<file path="src/rtl/flash_wp_pkg.sv">
package flash_wp_pkg;
  localparam int STS_W  = 8;
  localparam int SR_LCK = 1;
  localparam int SR_VPP = 3;
  localparam int SR_PGM = 4;
  localparam int SR_ERS = 5;

  typedef struct packed {
    logic vpp_low;
    logic blk_lock;
  } refuse_t;
endpackage

</file>
<file path="src/rtl/flash_wp_lock_map.sv">
module flash_wp_lock_map #(
  parameter int BLK_W      = 6,
  parameter int PARAM_BLKS = 8,
  parameter int EDGE_LOCK  = 2,
  parameter int MAIN_SMALL = 15,
  parameter int MAIN_LARGE = 31
) (
  input  logic             top_boot_i,
  input  logic             dens_large_i,
  input  logic [BLK_W-1:0] blk_i,
  output logic             lockable_o,
  output logic             out_of_range_o
);
  localparam int LAST_SMALL = MAIN_SMALL + PARAM_BLKS - 1;
  localparam int LAST_LARGE = MAIN_LARGE + PARAM_BLKS - 1;

  logic [BLK_W-1:0] last_blk;
  logic             in_main, in_edge;

  always_comb begin
    last_blk = dens_large_i ? BLK_W'(LAST_LARGE) : BLK_W'(LAST_SMALL);
    if (top_boot_i) begin
      in_main = blk_i <= (last_blk - BLK_W'(PARAM_BLKS));
      in_edge = blk_i >= (last_blk - BLK_W'(EDGE_LOCK - 1));
    end else begin
      in_main = blk_i >= BLK_W'(PARAM_BLKS);
      in_edge = blk_i <  BLK_W'(EDGE_LOCK);
    end
    out_of_range_o = blk_i > last_blk;
    lockable_o     = in_main | in_edge;
  end
endmodule

</file>
<file path="src/rtl/flash_wp_decide.sv">
module flash_wp_decide
  import flash_wp_pkg::*;
(
  input  logic             pin_rst_ni,
  input  logic             vpp_ok_i,
  input  logic             wp_ni,
  input  logic             cmd_erase_i,
  input  logic             lockable_i,
  input  logic             out_of_range_i,
  output logic             ok_o,
  output logic [STS_W-1:0] err_o
);
  refuse_t why;

  always_comb begin
    why.vpp_low  = ~vpp_ok_i;
    why.blk_lock = out_of_range_i | (~wp_ni & lockable_i);
    err_o = '0;
    if (pin_rst_ni) begin
      err_o[SR_VPP] = why.vpp_low;
      err_o[SR_LCK] = why.blk_lock;
      if (|why) begin
        if (cmd_erase_i) err_o[SR_ERS] = 1'b1;
        else             err_o[SR_PGM] = 1'b1;
      end
    end
    ok_o = pin_rst_ni & ~(|why);
  end
endmodule

</file>
<file path="src/rtl/flash_wp_status.sv">
module flash_wp_status
  import flash_wp_pkg::*;
(
  input  logic             clk_i,
  input  logic             rst_ni,
  input  logic             pin_rst_ni,
  input  logic             cmd_vld_i,
  input  logic             clr_sts_i,
  input  logic             ok_i,
  input  logic [STS_W-1:0] err_i,
  output logic             grant_o,
  output logic [STS_W-1:0] sts_o
);
  logic [STS_W-1:0] sts_q;
  logic             grant_q;

  always_ff @(posedge clk_i or negedge rst_ni) begin
    if (!rst_ni) begin
      sts_q   <= '0;
      grant_q <= 1'b0;
    end else if (!pin_rst_ni) begin
      sts_q   <= '0;
      grant_q <= 1'b0;
    end else begin
      grant_q <= cmd_vld_i & ok_i;
      // new error wins over a coincident clear
      sts_q   <= (clr_sts_i ? '0 : sts_q) | (cmd_vld_i ? err_i : '0);
    end
  end

  assign grant_o = grant_q;
  assign sts_o   = sts_q;
endmodule

</file>
<file path="src/rtl/flash_wp_guard.sv">
module flash_wp_guard
  import flash_wp_pkg::*;
#(
  parameter int BLK_W      = 6,
  parameter int PARAM_BLKS = 8,
  parameter int EDGE_LOCK  = 2,
  parameter int MAIN_SMALL = 15,
  parameter int MAIN_LARGE = 31
) (
  input  logic             clk_i,
  input  logic             rst_ni,
  input  logic             vpp_ok_i,
  input  logic             wp_ni,
  input  logic             pin_rst_ni,
  input  logic             top_boot_i,
  input  logic             dens_large_i,
  input  logic [BLK_W-1:0] blk_i,
  input  logic             cmd_vld_i,
  input  logic             cmd_erase_i,
  input  logic             clr_sts_i,
  output logic             grant_o,
  output logic [STS_W-1:0] sts_o
);
  logic             lockable, out_of_range, ok;
  logic [STS_W-1:0] err;

  flash_wp_lock_map #(
    .BLK_W(BLK_W), .PARAM_BLKS(PARAM_BLKS), .EDGE_LOCK(EDGE_LOCK),
    .MAIN_SMALL(MAIN_SMALL), .MAIN_LARGE(MAIN_LARGE)
  ) u_map (
    .top_boot_i    (top_boot_i),
    .dens_large_i  (dens_large_i),
    .blk_i         (blk_i),
    .lockable_o    (lockable),
    .out_of_range_o(out_of_range)
  );

  flash_wp_decide u_dec (
    .pin_rst_ni    (pin_rst_ni),
    .vpp_ok_i      (vpp_ok_i),
    .wp_ni         (wp_ni),
    .cmd_erase_i   (cmd_erase_i),
    .lockable_i    (lockable),
    .out_of_range_i(out_of_range),
    .ok_o          (ok),
    .err_o         (err)
  );

  flash_wp_status u_sts (
    .clk_i     (clk_i),
    .rst_ni    (rst_ni),
    .pin_rst_ni(pin_rst_ni),
    .cmd_vld_i (cmd_vld_i),
    .clr_sts_i (clr_sts_i),
    .ok_i      (ok),
    .err_i     (err),
    .grant_o   (grant_o),
    .sts_o     (sts_o)
  );
endmodule

</file>
<file path="config.mk">
export PLATFORM = sky130hd
export DESIGN_NAME = flash_wp_guard
export DESIGN_NICKNAME = d
export VERILOG_FILES = /design/src/rtl/flash_wp_pkg.sv /design/src/rtl/flash_wp_lock_map.sv /design/src/rtl/flash_wp_decide.sv /design/src/rtl/flash_wp_status.sv /design/src/rtl/flash_wp_guard.sv
export SDC_FILE = /design/constraint.sdc
export NUM_CORES = 1
export LEC_CHECK = 0
export BUFFER_PORTS_ARGS = -buffer_cell sky130_fd_sc_hd__buf_2
export CORE_AREA = 8 8 45 47
export CTS_CLUSTER_SIZE = 25
export DETAILED_ROUTE_END_ITERATION = 6
export DIE_AREA = 0 0 53 55
export PLACE_DENSITY_LB_ADDON = 0.1
export SLEW_MARGIN = 20
export SYNTH_ARGS = -nofsm -noshare
export SYNTH_HDL_FRONTEND = slang
export SYNTH_SLANG_ARGS = --single-unit
</file>
<file path="constraint.sdc">
create_clock -name clk_i -period 1.5 [get_ports clk_i]
set_clock_uncertainty 0.2 [all_clocks]
set_input_delay 0.45 -clock clk_i [delete_from_list [all_inputs] [get_ports clk_i]]
set_output_delay 0.45 -clock clk_i [all_outputs]
set_load 0.005 [all_outputs]
</file>
==> results.sh <==
export IMPL_maxSlewViolCount=0
export IMPL_grt_pass1_vias=527
export IMPL_ys_warnings_count=0
export IMPL_p_comb_share_pct=32.5
export IMPL_status="complete, but fails checks"
export IMPL_rsz0062_at_grt="true"
export IMPL_power_uw=443
export IMPL_synthTopCellsByArea="dfrtp_1, ha_1, buf_4, inv_1, nor2b_1"
export IMPL_multi_input_area_um2=290
export IMPL_cts_tree="yes"
export IMPL_p_clk_share_pct=34.5
export IMPL_power_switching_uw=118
export IMPL_finalWorstSetupSlack_ns=-0.417
export IMPL_grt_pass1_wl_um=2100
export IMPL_design_area_um2=714
export IMPL_grt_ovfl_total=0
export IMPL_grt_max_degree=6
export IMPL_cts_max_path_buffers=2
export IMPL_final_cells=100
export IMPL_drt_initial_drc_count=7
export IMPL_die_h_um=55
export IMPL_synth_top_area_share_pct=29.4
export IMPL_cts_clk_slew_worst_paths_ns=0.04
export IMPL_drive_above_1_share_pct=50.0
export IMPL_synth_edf_count=0
export IMPL_numPlacedInstances=93
export IMPL_cts_root_buf="clkbuf_4"
export IMPL_cp_end_kind="flop"
export IMPL_criticalPathCategory="input port to flop"
export IMPL_cts_sinks=5
export IMPL_finalSetupTns_ns=-1.52
export IMPL_rr_startpoint="u_sts.sts_o[3]"
export IMPL_crit_path_start_kind="input port"
export IMPL_finalHoldViolations=0
export IMPL_synthFlopType="dfrtp_1"
export IMPL_wire_per_inst_um=12.1
export IMPL_placed_cell_area_um2=631
export IMPL_maxCapViolations=0
export IMPL_portBuffers=20
export IMPL_final_util_pct=51.6
export IMPL_ys_seq_elements=5
export IMPL_ant_nets=0
export IMPL_viasPerCell=4.64
export IMPL_violations="negative setup slack"
export IMPL_drc_errors=0
export IMPL_track_usage_pct=9.20
export IMPL_synth_area_um2=425
export IMPL_period_share_pct=128
export IMPL_clk_latency_ns=0.24
export IMPL_gp_congestion=0.805
export IMPL_avgSynthCellArea_um2=8.86
export IMPL_cts_buffers_inserted=3
export IMPL_netlist_top_cells_count="dfrtp_1, inv_1, buf_4"
export IMPL_antennaDiodeCount=0
export IMPL_crit_arrival_ns=1.89
export IMPL_nFillCells=138
export IMPL_max_freq_ghz=0.522
export IMPL_fin_nets=104
export IMPL_firstDrtPassIters=2
export IMPL_floorplan_initialDensity_pct=30.7
export IMPL_rows=14
export IMPL_hold_start="cmd_erase_i"
export IMPL_fp_dieW_um=53
export IMPL_swShare_pct=26.7
export IMPL_core_um2=1380
export IMPL_cts_max_level=1
export IMPL_die_area_um2=2920
export IMPL_ys_types=28
export IMPL_io_pins=25
export IMPL_syn_inst=48
export IMPL_yosys_area_top_type="dfrtp_1"
export IMPL_antenna_found_initial=0
export IMPL_setup_viol=4
export IMPL_period_minus_slack_ns=1.92
export IMPL_vias=464
export IMPL_p_leak_nw=0.380
export IMPL_p_per_area_nw_per_um2=620
export IMPL_wirelength_um=1210
export IMPL_syn_to_final_growth_pct=67.9
export IMPL_p_int_uw=324
export IMPL_cp_required_ns=1.47
export IMPL_ir_worst_vdd_mv=0.407
export IMPL_hpwlAfterDp_um=1020
export IMPL_ff_latch_area_um2=125
export IMPL_async_flop_share_pct=100
export IMPL_pwr_share_seq_pct=33.0
export IMPL_hp_class="input port to flop"
export IMPL_startpoint="dens_large_i"
export IMPL_worst_path_max_fanout=3
export IMPL_yosysSeqAreaShare_pct=29.4
flip-flops by register name (all words and copies together), names as in the netlist:
| signal | cells |
|---|---|
| u_sts.sts_o | 4 |
| u_sts.grant_o | 1 |
worst paths after layout:
path	end	slack (ns)	cells after the start
max	u_sts.sts_o[5]	-0.42	8
min	u_sts.sts_o[5]	0.26	2
max reg2reg	u_sts.sts_o[3]	0.55	3
min reg2reg	u_sts.sts_o[4]	0.30	1
max in group asynchronous	u_sts.sts_o[4]	0.62	2
min in group asynchronous	u_sts.sts_o[1]	0.35	2
per-stage QoR:
| stage | worst slack (ns) | hold slack, ns |
|---|---|---|
| 2_1_floorplan | -0.476 | -0.0456 |
| 3_3_place_gp | -0.746 | 0.0719 |
| 3_5_place_dp | -0.757 | 0.0701 |
| 4_1_cts | -0.424 | 0.244 |
| 5_1_grt | -0.487 | 0.247 |
| 6_report | -0.417 | 0.255 |
routing by layer:
metal,GRT usage [%],vias up,part of all wire [%]
met3,3.21,0,9.3
met4,2.59,0,0
met1,10.7,208,46
met5,0,-,0
met2,15.6,18,45
li1,-,238,-
cells by family (layout without fill, tap and decap cells):
group / after synthesis / after routing / share of synthesized area (%)
buf+inv: 9 / 42 / 11.5
fa+ha+maj: 3 / 3 / 8.82
simple gates: 17 / 17 / 24.7
flops: 5 / 5 / 29.4
compound gates: 13 / 13 / 24.7
other cells: 1 / 4 / 0.882
what timing repair did:
item	4_1_cts	5_1_grt
buffers inserted	2	0
endpoints found under the hold margin	5	0
hold buffers	1	0
pin swaps	7	2
gates resized for setup	7	1
endpoints found under the setup margin	4	4
critical path, stage by stage:
cell and delay (ns):
buf_12 0.09, inv_12 0.03, ha_4 0.26, nand4_1 0.09
or4_1 0.41, a31o_1 0.26, a21oi_2 0.16, a22o_1 0.15
cells in the final DEF (no fill, tap or decap):
cell type	instances
a21boi_2	1
a21o_1	2
a21oi_2	1
a221oi_2	1
a22o_1	2
a31o_1	1
and2_1	1
and3b_1	1
and4bb_2	1
buf_12	1
buf_2	18
buf_4	12
buf_6	1
clkbuf_1	1
clkbuf_4	3
conb_1	4
dfrtp_1	5
dlygate4sd3_1	1
ha_1	2
ha_4	1
inv_1	4
inv_12	1
nand2_1	2
nand2b_1	1
nand3_1	1
nand4_1	1
nor2_1	3
nor2b_1	3
nor3b_2	1
o211a_1	1
o21ai_0	1
o221ai_1	1
o22ai_1	1
o41ai_1	1
or2b_1	1
or4_1	1
cell type report:
class                   instances  area share [%]
repair buffers                 33            31.0
flip-flops and latches          5            17.5
multi-input cells              37            40.6
well taps                      16            2.80
inverters                       5            4.38
clock buffers                   4            3.68
power groups by stage:
stage / clock network [mW] / logic [mW] / registers, mW
CTS: 0.159 / 0.142 / 0.146
global placement: 0 / 0.129 / 0.148
global route: 0.171 / 0.161 / 0.147
floorplan: 0 / 0.0640 / 0.149
detailed placement: 0 / 0.128 / 0.148
finish: 0.153 / 0.144 / 0.146
Power figures use the tool's default switching activity.
